<file path="src/rtl/irs_pkg.sv">
// Shared constants for the interrupt service path selector.
// Assumes a fixed 16-position source map with two reserved positions.
package irs_pkg;
    localparam int SRC_N     = 16;
    localparam int IDX_W     = $clog2(SRC_N);
    localparam int VEC_W     = 24;
    localparam int CAP_N     = 4;
    localparam logic [VEC_W-1:0] ENG_BASE = 24'hFF2040;
    localparam logic [VEC_W-1:0] STD_BASE = 24'hFF2000;
    localparam logic [SRC_N-1:0] RSV_MASK = 16'h8004;
    localparam int OVR01_BIT = 11;
    localparam int OVR23_BIT = 12;
    localparam logic [SRC_N-1:0] OVR_MASK = (SRC_N'(1) << OVR01_BIT) | (SRC_N'(1) << OVR23_BIT);

    typedef enum logic [1:0] {
        SEL_ROUTE = 2'd0,
        SEL_INTEN = 2'd1,
        SEL_CAPEN = 2'd2
    } reg_sel_e;
endpackage

</file>
<file path="src/rtl/irs_regs.sv">
// Configuration registers: route, interrupt enable, capture-channel enable.
// Assumes: a route write in the same cycle beats a hardware exhaust clear.
// Reserved positions are forced to zero.
module irs_regs
    import irs_pkg::*;
(
    input  logic             clk,
    input  logic             rst_n,
    input  logic             wr_en,
    input  logic [1:0]       wr_sel,
    input  logic [SRC_N-1:0] wr_data,
    input  logic [SRC_N-1:0] exhaust,
    output logic [SRC_N-1:0] route,
    output logic [SRC_N-1:0] int_en,
    output logic [CAP_N-1:0] cap_en
);
    logic wr_route, wr_inten, wr_capen;

    // Decode which register the write port targets.
    always_comb begin
        wr_route = wr_en && (wr_sel == SEL_ROUTE);
        wr_inten = wr_en && (wr_sel == SEL_INTEN);
        wr_capen = wr_en && (wr_sel == SEL_CAPEN);
    end

    // Route register: a software write wins; otherwise exhausted bits drop.
    always_ff @(posedge clk) begin
        if (!rst_n)
            route <= '0;
        else if (wr_route)
            route <= wr_data & ~RSV_MASK;
        else
            route <= route & ~exhaust;
    end

    // Enable registers: written only by software.
    always_ff @(posedge clk) begin
        if (!rst_n) begin
            int_en <= '0;
            cap_en <= '0;
        end else begin
            if (wr_inten) int_en <= wr_data & ~RSV_MASK;
            if (wr_capen) cap_en <= wr_data[CAP_N-1:0];
        end
    end

    p_rst_route_r1: assert property (@(posedge clk) disable iff (!rst_n)
        $past(!rst_n) |-> (route == '0 && int_en == '0));

    p_rsv_zero_r2: assert property (@(posedge clk) disable iff (!rst_n)
        ((route & RSV_MASK) == '0) && ((int_en & RSV_MASK) == '0));

    p_set_only_sw_r9: assert property (@(posedge clk) disable iff (!rst_n)
        ((route & ~$past(route)) != '0) |-> $past(wr_route));

    p_exhaust_clr_r8: assert property (@(posedge clk) disable iff (!rst_n)
        ((exhaust != '0) && !wr_route) |=> ((route & $past(exhaust)) == '0));

    p_sw_wins_r10: assert property (@(posedge clk) disable iff (!rst_n)
        wr_route |=> (route == ($past(wr_data) & ~RSV_MASK)));
endmodule

</file>
<file path="src/rtl/irs_xfer_cnt.sv">
// Per-source transfer counters.
// Assumes: a load in the same cycle beats a decrement of the same counter.
// A decrement at zero is ignored.
// Raises exhaust[i] for one cycle when source i's count goes from 1 to 0.
module irs_xfer_cnt
    import irs_pkg::*;
#(
    parameter int CNT_W = 8
) (
    input  logic             clk,
    input  logic             rst_n,
    input  logic             ld_en,
    input  logic [IDX_W-1:0] ld_idx,
    input  logic [CNT_W-1:0] ld_val,
    input  logic             dec_en,
    input  logic [IDX_W-1:0] dec_idx,
    output logic [SRC_N-1:0] exhaust
);
    for (genvar i = 0; i < SRC_N; i++) begin : g_cnt
        if (RSV_MASK[i]) begin : g_rsv
            assign exhaust[i] = 1'b0;
        end else begin : g_live
            logic [CNT_W-1:0] cnt;
            logic ld_hit, dec_hit;

            // Work out whether this slot is loaded or lowered this cycle.
            always_comb begin
                ld_hit  = ld_en && (ld_idx == IDX_W'(i));
                dec_hit = dec_en && (dec_idx == IDX_W'(i)) && (cnt != '0);
            end

            assign exhaust[i] = dec_hit && !ld_hit && (cnt == CNT_W'(1));

            // Count update: a load wins, otherwise decrement while above zero.
            always_ff @(posedge clk) begin
                if (!rst_n)
                    cnt <= '0;
                else if (ld_hit)
                    cnt <= ld_val;
                else if (dec_hit)
                    cnt <= cnt - CNT_W'(1);
            end

            p_dec_r8: assert property (@(posedge clk) disable iff (!rst_n)
                (dec_hit && !ld_hit) |=> (cnt == $past(cnt) - CNT_W'(1)));

            p_load_r10: assert property (@(posedge clk) disable iff (!rst_n)
                ld_hit |=> (cnt == $past(ld_val)));
        end
    end
endmodule

</file>
<file path="src/rtl/irs_pending.sv">
// Pending flags.
// Combines the capture overrun channels, each gated by its own enable, into
// the two shared overrun positions.
// Assumes: a new event wins over an acknowledge clear of the same source.
module irs_pending
    import irs_pkg::*;
(
    input  logic             clk,
    input  logic             rst_n,
    input  logic [SRC_N-1:0] src_req,
    input  logic [CAP_N-1:0] cap_ovr,
    input  logic [CAP_N-1:0] cap_en,
    input  logic [SRC_N-1:0] clr_vec,
    output logic [SRC_N-1:0] pend
);
    logic [CAP_N-1:0] ovr_gated;
    logic [SRC_N-1:0] set_vec;

    // Build the set vector from direct requests and the gated overrun pairs.
    always_comb begin
        ovr_gated = cap_ovr & cap_en;
        set_vec   = src_req & ~RSV_MASK & ~OVR_MASK;
        set_vec[OVR01_BIT] = ovr_gated[0] | ovr_gated[1];
        set_vec[OVR23_BIT] = ovr_gated[2] | ovr_gated[3];
    end

    // Pending update: clear the acknowledged source, then apply new events.
    always_ff @(posedge clk) begin
        if (!rst_n)
            pend <= '0;
        else
            pend <= (pend & ~clr_vec) | set_vec;
    end

    p_ack_clr_r5: assert property (@(posedge clk) disable iff (!rst_n)
        (clr_vec != '0) |=> ((pend & $past(clr_vec & ~set_vec)) == '0));

    p_set_kept_r5: assert property (@(posedge clk) disable iff (!rst_n)
        (set_vec != '0) |=> ((pend & $past(set_vec)) == $past(set_vec)));

    p_rsv_never_r2: assert property (@(posedge clk) disable iff (!rst_n)
        (pend & RSV_MASK) == '0);
endmodule

</file>
<file path="src/rtl/irs_arbiter.sv">
// Priority resolution and vector generation.
// The highest enabled pending index wins. The path is read from that
// source's route bit at the time of the grant.
// Assumes: at most one grant per acknowledge cycle.
module irs_arbiter
    import irs_pkg::*;
(
    input  logic             clk,
    input  logic             rst_n,
    input  logic [SRC_N-1:0] pend,
    input  logic [SRC_N-1:0] int_en,
    input  logic [SRC_N-1:0] route,
    input  logic             ack,
    output logic             valid,
    output logic [IDX_W-1:0] idx,
    output logic             to_engine,
    output logic [VEC_W-1:0] vector,
    output logic [SRC_N-1:0] clr_vec
);
    logic [SRC_N-1:0] elig;

    // Scan from low to high so the last hit (highest index) remains.
    always_comb begin
        elig  = pend & int_en;
        valid = 1'b0;
        idx   = '0;
        for (int i = 0; i < SRC_N; i++) begin
            if (elig[i]) begin
                valid = 1'b1;
                idx   = IDX_W'(i);
            end
        end
    end

    // Path choice, vector address and the one-hot clear for an acknowledge.
    always_comb begin
        to_engine = valid && route[idx];
        vector    = (to_engine ? ENG_BASE : STD_BASE) + (VEC_W'(idx) << 1);
        clr_vec   = (ack && valid) ? (SRC_N'(1) << idx) : '0;
    end

    p_top_wins_r4: assert property (@(posedge clk) disable iff (!rst_n)
        valid |-> ((pend & int_en) >> idx) == SRC_N'(1));

    p_path_r3: assert property (@(posedge clk) disable iff (!rst_n)
        valid |-> (to_engine == route[idx]));

    p_one_grant_r5: assert property (@(posedge clk) disable iff (!rst_n)
        $onehot0(clr_vec));
endmodule

</file>
<file path="src/rtl/isr_route_sel.sv">
// Top of the interrupt service path selector.
// Connects the configuration registers, the transfer counters, the pending
// flags and the arbiter.
// Assumes: all inputs are synchronous to clk.
// The winner outputs are combinational from registered state.
module isr_route_sel
    import irs_pkg::*;
#(
    parameter int CNT_W = 8
) (
    input  logic             clk,
    input  logic             rst_n,
    input  logic             reg_wr,
    input  logic [1:0]       reg_sel,
    input  logic [15:0]      reg_wdata,
    input  logic             cnt_wr,
    input  logic [3:0]       cnt_idx,
    input  logic [CNT_W-1:0] cnt_wdata,
    input  logic             xfer_done,
    input  logic [3:0]       xfer_idx,
    input  logic [15:0]      src_req,
    input  logic [3:0]       cap_ovr,
    input  logic             irq_ack,
    output logic             irq_valid,
    output logic [3:0]       irq_idx,
    output logic             irq_to_engine,
    output logic [23:0]      irq_vector,
    output logic [15:0]      route_q
);
    logic [SRC_N-1:0] exhaust, int_en, pend, clr_vec;
    logic [CAP_N-1:0] cap_en;

    irs_regs u_regs (
        .clk     (clk),
        .rst_n   (rst_n),
        .wr_en   (reg_wr),
        .wr_sel  (reg_sel),
        .wr_data (reg_wdata),
        .exhaust (exhaust),
        .route   (route_q),
        .int_en  (int_en),
        .cap_en  (cap_en)
    );

    irs_xfer_cnt #(.CNT_W(CNT_W)) u_cnt (
        .clk     (clk),
        .rst_n   (rst_n),
        .ld_en   (cnt_wr),
        .ld_idx  (cnt_idx),
        .ld_val  (cnt_wdata),
        .dec_en  (xfer_done),
        .dec_idx (xfer_idx),
        .exhaust (exhaust)
    );

    irs_pending u_pend (
        .clk     (clk),
        .rst_n   (rst_n),
        .src_req (src_req),
        .cap_ovr (cap_ovr),
        .cap_en  (cap_en),
        .clr_vec (clr_vec),
        .pend    (pend)
    );

    irs_arbiter u_arb (
        .clk       (clk),
        .rst_n     (rst_n),
        .pend      (pend),
        .int_en    (int_en),
        .route     (route_q),
        .ack       (irq_ack),
        .valid     (irq_valid),
        .idx       (irq_idx),
        .to_engine (irq_to_engine),
        .vector    (irq_vector),
        .clr_vec   (clr_vec)
    );
endmodule

</file>
<file path="config.mk">
export PLATFORM = sky130hd
export DESIGN_NAME = isr_route_sel
export DESIGN_NICKNAME = d
export VERILOG_FILES = /design/src/rtl/irs_pkg.sv /design/src/rtl/irs_regs.sv /design/src/rtl/irs_xfer_cnt.sv /design/src/rtl/irs_pending.sv /design/src/rtl/irs_arbiter.sv /design/src/rtl/isr_route_sel.sv
export SDC_FILE = /design/constraint.sdc
export NUM_CORES = 1
export LEC_CHECK = 0
export BUFFER_PORTS_ARGS = -buffer_cell sky130_fd_sc_hd__buf_2
export CAP_MARGIN = 10
export CORE_ASPECT_RATIO = 1.75
export CORE_MARGIN = 1
export CORE_UTILIZATION = 64
export DETAILED_ROUTE_END_ITERATION = 7
export GPL_TIMING_DRIVEN = 0
export PLACE_DENSITY = 0.86
export SKIP_CTS_REPAIR_TIMING = 1
export SLEW_MARGIN = 20
export SYNTH_ARGS = -nofsm -noshare
export SYNTH_HDL_FRONTEND = slang
export SYNTH_HIERARCHICAL = 1
export SYNTH_SLANG_ARGS = --single-unit
</file>
<file path="constraint.sdc">
create_clock -name clk -period 4.5 [get_ports clk]
set_input_delay 0.675 -clock clk [delete_from_list [all_inputs] [get_ports clk]]
set_output_delay 0.675 -clock clk [all_outputs]
set_load 0.005 [all_outputs]
</file>
== Word level (Yosys, flattened, before mapping) ==
Index checks and enable logic that the tools add are counted.
Word-level totals
  memory bits (writable): 0
  memories: 0
  latch bits: 0
  flip-flop bits (word level): 162
  word-level logic and storage cells: 273
  memory bits (read-only): 0
Cells by class
  $mul: 0
  reductions and logical operators: 121
  muxes and demuxes: 64
  bitwise logic cells: 10
  shift operators: 1
  div/mod/pow operators: 0
  magnitude comparators: 1
  add/subtract/negate cells: 15
  equality and inequality tests: 42
Operators by type and width (count)
  two-way mux 8 bit: 28
  == test 8 x 1 -> 1 bit (second input constant): 14
  nonzero test 8 bit: 14
  subtractor 8 x 1 -> 8 bit (second input constant): 14
  logical AND 1 bit: 75
  == test 4 bit (second input constant): 14
  bitwise AND 16 bit: 2
  == test 4 x 3 -> 1 bit (second input constant): 8
  two-way mux 4 bit: 8
  nonzero test 2 bit: 14
  adder 24 x 5 -> 24 bit: 1
  two-way mux 1 bit: 18
  bitwise AND 16 x 15 -> 16 bit: 1
  two-way mux 16 bit: 1
  NOT 15 -> 16 bit: 1
  NOT 16 bit: 1
  OR 16 x 15 -> 16 bit: 1
  left shift 1 x 4 -> 16 bit (first input constant): 1
  two-way mux 15 bit: 1
  zero test 1 bit: 14
  two-way mux 3 bit: 4
  == test 4 x 1 -> 1 bit (second input constant): 2
  == test 4 x 2 -> 1 bit (second input constant): 2
  zero test 4 bit: 2
  11 further kinds: 13

== Longest topological paths before layout ==
Gate-level depths: netlist (run 1).
  depth after elaboration: 22
  mapped depth: 12

== Cells and area by module ==
Netlist (run 1), hierarchy kept.
By module, submodules not included
  irs_xfer_cnt: sequential area each 2242.2 um^2, times used 1, area an instance 7170.6 um^2, cells each 878
  irs_regs: sequential area each 680.7 um^2, times used 1, area an instance 1342.5 um^2, cells each 130
  irs_arbiter: sequential area each 0.0 um^2, times used 1, area an instance 805.8 um^2, cells each 130
  irs_pending: sequential area each 320.3 um^2, times used 1, area an instance 564.3 um^2, cells each 49

== Worst setup path before layout (run 1) ==
Ideal clock, no wire load.
  kind: reg-to-output
  from: register u_regs.int_en[5]
  to: output irq_vector[6]
  arrival time: 2.028 ns
  path buffers: 1
  cell stages (with the launch flop): 9
  required time: 3.825 ns
  slack: 1.797 ns
  cell sequence: dfxtp_1 -> nand2_1 -> a32o_1 -> o211a_1 -> o21ai_0 -> mux2_2 -> a222oi_1 -> o311ai_1 -> buf_4
On the way
  cells in the longest elaborated chain, start to end: 17
  elaborated cells between the ends (all ways): 28
  those cells by class: 1 x add/sub; 25 x mux; 1 x bitwise; 1 x reduce/logical
RTL lines
  start: declaration: RTL line irs_regs.sv:14  | output logic [SRC_N-1:0] int_en,
  start signal: assignment: RTL line irs_regs.sv:42  | if (wr_inten) int_en <= wr_data & ~RSV_MASK;
  bitwise AND 16 x 15 -> 16 bit *: RTL line irs_arbiter.sv:24  | elig = pend & int_en;
  two-way mux 3 bit (3 in series): RTL line irs_arbiter.sv:28  | if (elig[i]) begin
  two-way mux 4 bit (8 in series): RTL line irs_arbiter.sv:28
  binary-select mux 1 bit (select 4 bit): RTL line irs_arbiter.sv:37  | to_engine = valid && route[idx];
  two-way mux 1 bit (implied by the code): RTL line irs_arbiter.sv:37
  logical AND 1 bit *: RTL line irs_arbiter.sv:37
  net irq_to_engine: RTL line isr_route_sel.sv:26  | output logic irq_to_engine,
  two-way mux 7 bit *: RTL line irs_arbiter.sv:38  | vector = (to_engine ? ENG_BASE : STD_BASE) + (VEC_W'(idx) << 1);
  adder 24 x 5 -> 24 bit *: RTL line irs_arbiter.sv:38
  end: declaration: RTL line isr_route_sel.sv:27  | output logic [23:0] irq_vector,
Mark *: on every way through the listed nets, which the timed path passes. The rest lies on a longest branch. The select of a mux whose other input is x is not followed.

== Worst setup path in the final report (run 1) ==
  from: register u_pend.pend[12]
  to: output irq_vector[6]
On the way
  cells in the longest elaborated chain, start to end: 10
  elaborated cells between the ends (all ways): 14
  those cells by class: 1 x add/sub; 11 x mux; 1 x bitwise; 1 x reduce/logical
RTL lines
  start: declaration: RTL line irs_pending.sv:14  | output logic [SRC_N-1:0] pend
  start signal: assignment: RTL line irs_pending.sv:32  | pend <= (pend & ~clr_vec) | set_vec;
  bitwise AND 16 x 15 -> 16 bit *: RTL line irs_arbiter.sv:24
  two-way mux 4 bit (4 in series): RTL line irs_arbiter.sv:28
  binary-select mux 1 bit (select 4 bit): RTL line irs_arbiter.sv:37
  two-way mux 1 bit (implied by the code): RTL line irs_arbiter.sv:37
  logical AND 1 bit: RTL line irs_arbiter.sv:37
  two-way mux 7 bit: RTL line irs_arbiter.sv:38
  adder 24 x 5 -> 24 bit *: RTL line irs_arbiter.sv:38
Every way passes the cells marked *; elsewhere a longest branch is shown, timed or not. The select of a mux whose other input is x is not followed.

==> results.md, run 1 <==
- Worst Path Buf+Inv: 2
- Period utilization: 0.804
- Setup-failing EPs final: 0
- Slew Limit Fails: 0
- Synth async-reset ratio: 0
- H-tree lvl count: 4
- Fin util: 0.747
- Die Area: 16000 um2
- Die Ht: 166 um
- Fmax: around 0.28 GHz
- Critical Path, Cell by Cell: and2_0 > a221o_1 > o21ai_0 > mux2_2 > a222oi_1 > o311ai_1 > buf_4 > buf_2
- R2r worst-path depth: 8
- CP peak stage delay: 420 ps
- Mapped Cells: 1187
- Core outline area: 15000 um2
- WP data arrival: 2940 ps
- Sw frac: 0.285
- Area of the multi-input gates: 6000 um2
- Gpl congestion: approximately 0.96
- Critical path class: reg2out
- Area Growth Syn to Fin: 13.2%
- Reg area: approximately 3200 um2
- First-pass GRT wire length: 49400 um
- NetSw: 1010 uW
- TritonCTS clock tree: done
- Setup TNS: 0 ps
- CP max-delay cell: o21ai_0
- Seq pwr share: 0.434
- DRC: 0
- Distinct cells, synth: 84
- Crit Path Max Fanout: 4
- 1st-pass router iterations: 7
- Vias in the first global route: 9937
- Clk_skew: 12.2 ps
- NumNets Final: around 1400
- Clock Latency Late Sink: 420 ps
- Fin. Hold Viols: 0
- P_leak: 0.00435 uW
- Worst EP required: between 3000 and 4000 ps
- PortBufs: 80
- Die Width: 95.9 um
- Average size of a mapped cell: 8.33 um2
- Hold Path Class: in2reg
- Max-Cap Viols: 0
- WL final: 31100 um
- Post-synthesis register bit count: 162
- Fillcell total: 1142
- Startpoint Class: register
- Slew of the pin with the lowest slew margin: 1070 ps
- Root buffer cell: clkbuf_16
- CP endpoint kind: output port
- Antenna viol nets, final: 0
- RSZ-0062 raised after global routing: no
- Logic pwr share: 0.136
- Clock Sinks: 162
- Syn. warnings: 6
- Vias: 10200
- Post-synth EDFFs: 0
- Top cell family by delay on the critical path: compound AO/OA/AOI/OAI gates
- Clock power share: 0.430
- Wire per inst: a little over 20 um
- IO Count: 106
- DP HPWL: 21800 um
- Worst VDD drop: 0.000226 V
- Via density: 6.77
- Max-Slew Margin vs Limit: 0.268
- Crit. path cell count: 8
- Initial core utilization: 0.660
- TritonCTS Buffers: 17
- PwrDens: around 320 nW/um2
- Largest net degree at the start of global routing: 17
- Internal power: 2530 uW
- Initial antenna violation count: 2
- Worst-path clk slew: 80 ps
- Sequential-to-total area share from yosys stat: 0.328
- 1st-iter DRT viols: 758
- Synth area leader: dfxtp_1
- Largest cells by area after synthesis: dfxtp_1, o21ai_0, ha_1
- Clock buffer depth: 2
- Post-Synthesis Cell Area: 9880 um2
- Fin crit period: roughly 3600 ps
- Overall routing resource usage: 0.403
- Core Rows: 59
- Most used DFF post-synth: dfxtp_1
- Gr ovfl total: 0
- Worst Hold Depth: 2
- Layout cell share with drive strength beyond 1: 0.156
- Status: completed
- Top-area cell type share of the netlist area: 0.328
-- final cells by class --
type	instances	share of cell area
Sequential cell	162	0.290
Inverter	62	0.0208
Clock buffer	20	0.0408
Multi-Input combinational cell	894	0.537
Tap cell	183	0.0205
Clock inverter	12	0.0131
Timing Repair Buffer	80	0.0358
Buffer	88	0.0424
Antenna cell	1	0.000224
-- placed cells by master (no fill, tap or decap), drive strengths merged, types with 12 or more instances in the layout --
cell type / Yosys / layout
nor2b: 15 / 15
xnor2: 21 / 21
nand4b: 13 / 13
a31o: 16 / 16
o21a: 14 / 14
dfxtp: 162 / 162
or4: 31 / 31
buf: 43 / 123
nor2: 74 / 74
and2: 12 / 12
inv: 62 / 66
or3: 28 / 28
ha: 42 / 42
nor3b: 20 / 20
a31oi: 61 / 61
o21ai: 116 / 116
o31ai: 18 / 18
conb: 4 / 23
nand3: 20 / 20
mux2i: 38 / 38
a21oi: 29 / 29
nand3b: 22 / 22
nor3: 19 / 19
nand4: 15 / 15
nand2: 81 / 81
clkbuf: 45 / 65
-- routing by layer --
layer / track usage / part of all wire / vias up
met2: 0.664 / 0.49 / 582
met4: 0.328 / 0.085 / 2
met3: 0.120 / 0.082 / 197
met5: 0 / 0.00048 / -
li1: - / - / 4651
met1: 0.407 / 0.34 / 4735
-- worst paths after layout --
| check | to | startpoint | slack, ps |
|---|---|---|---|
| max | irq_vector[6] | u_pend/pend[12] | 880 |
| min reg2reg | u_regs/cap_en[0] | u_regs/cap_en[0] | 470 |
| min | u_pend/pend[10] | src_req[10] | 450 |
| max reg2reg | u_regs/route[10] | u_cnt/g_cnt[10].g_live.cnt[0] | 1990 |
-- worst reg2reg max path, cell delays in order, from the launching register on --
cell	delay [ps]
dfxtp_1	400
inv_1	100
ha_1	200
nor3b_1	160
a211oi_1	740
nand3_1	160
nor3b_1	420
nand3b_1	160
mux2i_1	70
-- cells in the mapped netlist (13+ instances only) --
library cell	number
a31oi_1	61
nand4b_1	13
o21a_1	14
dfxtp_1	162
o31ai_1	18
xnor2_1	21
ha_1	42
nand4_1	15
nor3_1	19
mux2i_1	37
nor3b_1	19
a31o_2	16
nor2b_1	15
nand3_1	19
buf_4	29
nand2_1	81
o21ai_0	116
nand3b_1	21
or3_1	24
or4_1	27
inv_1	62
clkbuf_1	45
nor2_1	74
a21oi_1	28
-- stage by stage --
stage / area, um2 / setup WS (ps) / power (uW) / hold WS, ps / cells
after floorplan: 9950 / 1800 / 1860 / 435 / 1206
after global placement: 10600 / 1320 / 2000 / 446 / 1469
after detailed placement: 10600 / 1350 / 2020 / 463 / 1469
after CTS: 11200 / 917 / 3510 / 446 / 1501
after global routing: 11200 / 658 / 3650 / 448 / 1502
final: 11200 / 884 / 3530 / 450 / 1502
-- power groups by stage --
| stage | Clock (uW) | Sequential [uW] | Combinational [uW] |
|---|---|---|---|
| 5_1_grt | 1590 | 1540 | 524 |
| 3_5_place_dp | 0 | 1560 | 455 |
| 4_1_cts | 1520 | 1530 | 460 |
| 6_report | 1520 | 1530 | 479 |
| 2_1_floorplan | 0 | 1550 | 313 |
| 3_3_place_gp | 0 | 1560 | 444 |
-- sequential cells by signal, indices dropped and copies added, names as in the netlist --
signal                  cells
u_cnt/g_cnt.g_live.cnt    112
u_pend/pend                16
u_regs/cap_en               4
u_regs/int_en              14
u_regs/route               16
-- logic make-up after synthesis --
family / count (synthesis) / share of synthesized area
buf+inv: 150 / 0.0715
xor+xnor: 28 / 0.0248
other cells: 4 / 0.00152
simple gates: 402 / 0.234
flops: 162 / 0.328
mux: 41 / 0.0432
fa+ha+maj: 42 / 0.0532
compound gates: 358 / 0.244
Power figures use the tool's default switching activity.
==> run 2: changes to the inputs <==
- CORE_UTILIZATION: 64 -> 54
- PLACE_DENSITY: 0.86 -> 0.77
- clock period: 4.5 -> 3.08 ns (I/O delays scaled with it)
==> results.md, run 2 (synthesized netlist as in run 1, its figures left out) <==
- Register bank with the most flops: u_cnt/g_cnt.g_live.cnt
- Via density: 6.34
- Reg2Reg Setup Slack: around 500 ps
- Clk_skew: 9.53 ps
- TritonCTS Buffers: 17
- Seq pwr share: 0.436
- Fmax: about 0.32 GHz
- Slew of the pin with the lowest slew margin: 972 ps
- Fin. Hold Viols: 0
- Crit Path Max Fanout: 3
- TritonCTS clock tree: done
- Worst setup margin: -84.9 ps
- Initial antenna violation count: 1
- Max-Cap Viols: 0
- P_leak: between 0.004 and 0.005 uW
- WP data arrival: around 2700 ps
- Worst EP required: approximately 2600 ps
- Area Growth Syn to Fin: 15.1%
- Failing checks: negative setup slack
- Worst Hold Depth: 2
- Vias: slightly below 10000
- Worst-path clk slew: 60 ps
- Reg2reg start: u_cnt/g_cnt[10].g_live.cnt[0]
- DRC: 0
- Initial core utilization: 0.550
- Worst hold start: src_req[0]
- Gr ovfl total: 0
- IO Count: roughly 110
- Hold Path Class: in2reg
- Clock buffer depth: 2
- PwrDens: 452 nW/um2
- Largest regs: u_cnt/g_cnt.g_live.cnt (112), u_pend/pend (16), u_regs/route (16)
- Layout cell share with drive strength beyond 1: 0.169
- Core Rows: 65
- Slew Limit Fails: 0
- Clock power share: 0.427
- Fin util: 0.633
- Fin crit period: 3160 ps
- Clock Sinks: approximately 160
- NetSw: 1390 uW
- RSZ-0062 raised after global routing: yes
- Worst VDD drop: slightly above 0.0003 V
- Vias in the first global route: around 9400
- 1st-pass router iterations: 6
- Max reg flops: between 100 and 150
- WL final: slightly above 30000 um
- Commonest non-fill, non-tap cell in the layout: dfxtp_1
- Period utilization: 1.03
- Critical path class: reg2out
- Die Ht: roughly 180 um
- R2r worst-path depth: 8
- Core outline area: roughly 18000 um2
- Sw frac: 0.270
- Logic pwr share: 0.137
- H-tree lvl count: 4
- NumNets Final: 1410
- Die Area: 18900 um2
- Largest net degree at the start of global routing: 17
- Internal power: 3760 uW
- 1st-iter DRT viols: slightly above 700
- Setup TNS: -84.9 ps
- Wire per inst: 19.9 um
- Die Width: about 100 um
- Most frequent cells in the layout: dfxtp_1, o21ai_0, buf_2
- Overall routing resource usage: 0.327
- Worst hold endpoint: u_pend/pend[0]
- R2r endpoint: u_regs/route[10]
- Gpl congestion: 1.01
- DP HPWL: 22700 um
- PortBufs: 80
- Antenna viol nets, final: 0
- Startpoint Class: register
- Max-Slew Margin vs Limit: 0.348
- First-pass GRT wire length: 47700 um
- Root buffer cell: clkbuf_16
- CP endpoint kind: output port
- Clock Latency Late Sink: 440 ps
- Status: finished, violations left
- Fillcell total: between 1500 and 2000
- Setup-failing EPs final: 1
## run 2: worst max path at each step
stage                                start            end  slack (ps)  cells after the start
after floorplan           u_regs/int_en[5]  irq_vector[6]         590                      8
after global placement      u_pend/pend[5]  irq_vector[6]         110                      9
after detailed placement    u_pend/pend[5]  irq_vector[6]         110                      9
after CTS                   u_pend/pend[5]  irq_vector[6]        -360                      9
after global routing        u_pend/pend[5]  irq_vector[6]        -140                      9
final                      u_pend/pend[10]  irq_vector[6]         -80                      8
## run 2: power by group through the flow
stage	Combinational [uW]	Sequential [uW]	Clock, uW
after CTS	680	2240	2210
after detailed placement	676	2280	0
after global routing	766	2250	2290
after global placement	662	2280	0
final	707	2240	2200
after floorplan	458	2260	0
## run 2: per-layer routing
layer,vias to the layer above,wire length [um],GRT usage
met5,-,0,0
met4,0,2120,0.248
met3,133,1730,0.0519
met2,388,16100,0.610
met1,4700,11000,0.315
li1,4646,-,-
## run 2: worst max-delay path, stage by stage (launching register included)
cell      delay [ps]
dfxtp_2          340
and2_4           160
a221o_2          450
o21ai_4          210
mux2_4           320
a222oi_1         350
o311ai_2         170
buf_4            160
buf_6            100
## run 2: metrics by stage
stage	area [um2]	instances	power (uW)	setup slack [ps]	hold slack [ps]
floorplan	9950	1206	2720	590	435
CTS	11200	1552	5130	-359	219
detailed placement	10600	1520	2960	107	465
global placement	10600	1520	2940	108	447
finish	11400	1556	5150	-84.9	230
global route	11400	1555	5310	-140	235
## run 2: final cells by class
cell class | instances | area (um2) | area share
multi-input combinational | 894 | 6090 | 0.535
sequential | 162 | 3250 | 0.286
buffer | 88 | 477 | 0.0419
clock buffer | 23 | 468 | 0.0411
timing repair buffer | 83 | 429 | 0.0377
tap | 234 | 293 | 0.0257
inverter | 62 | 233 | 0.0205
clock inverter | 9 | 130 | 0.0114
antenna | 1 | 2.50 | 0.000220
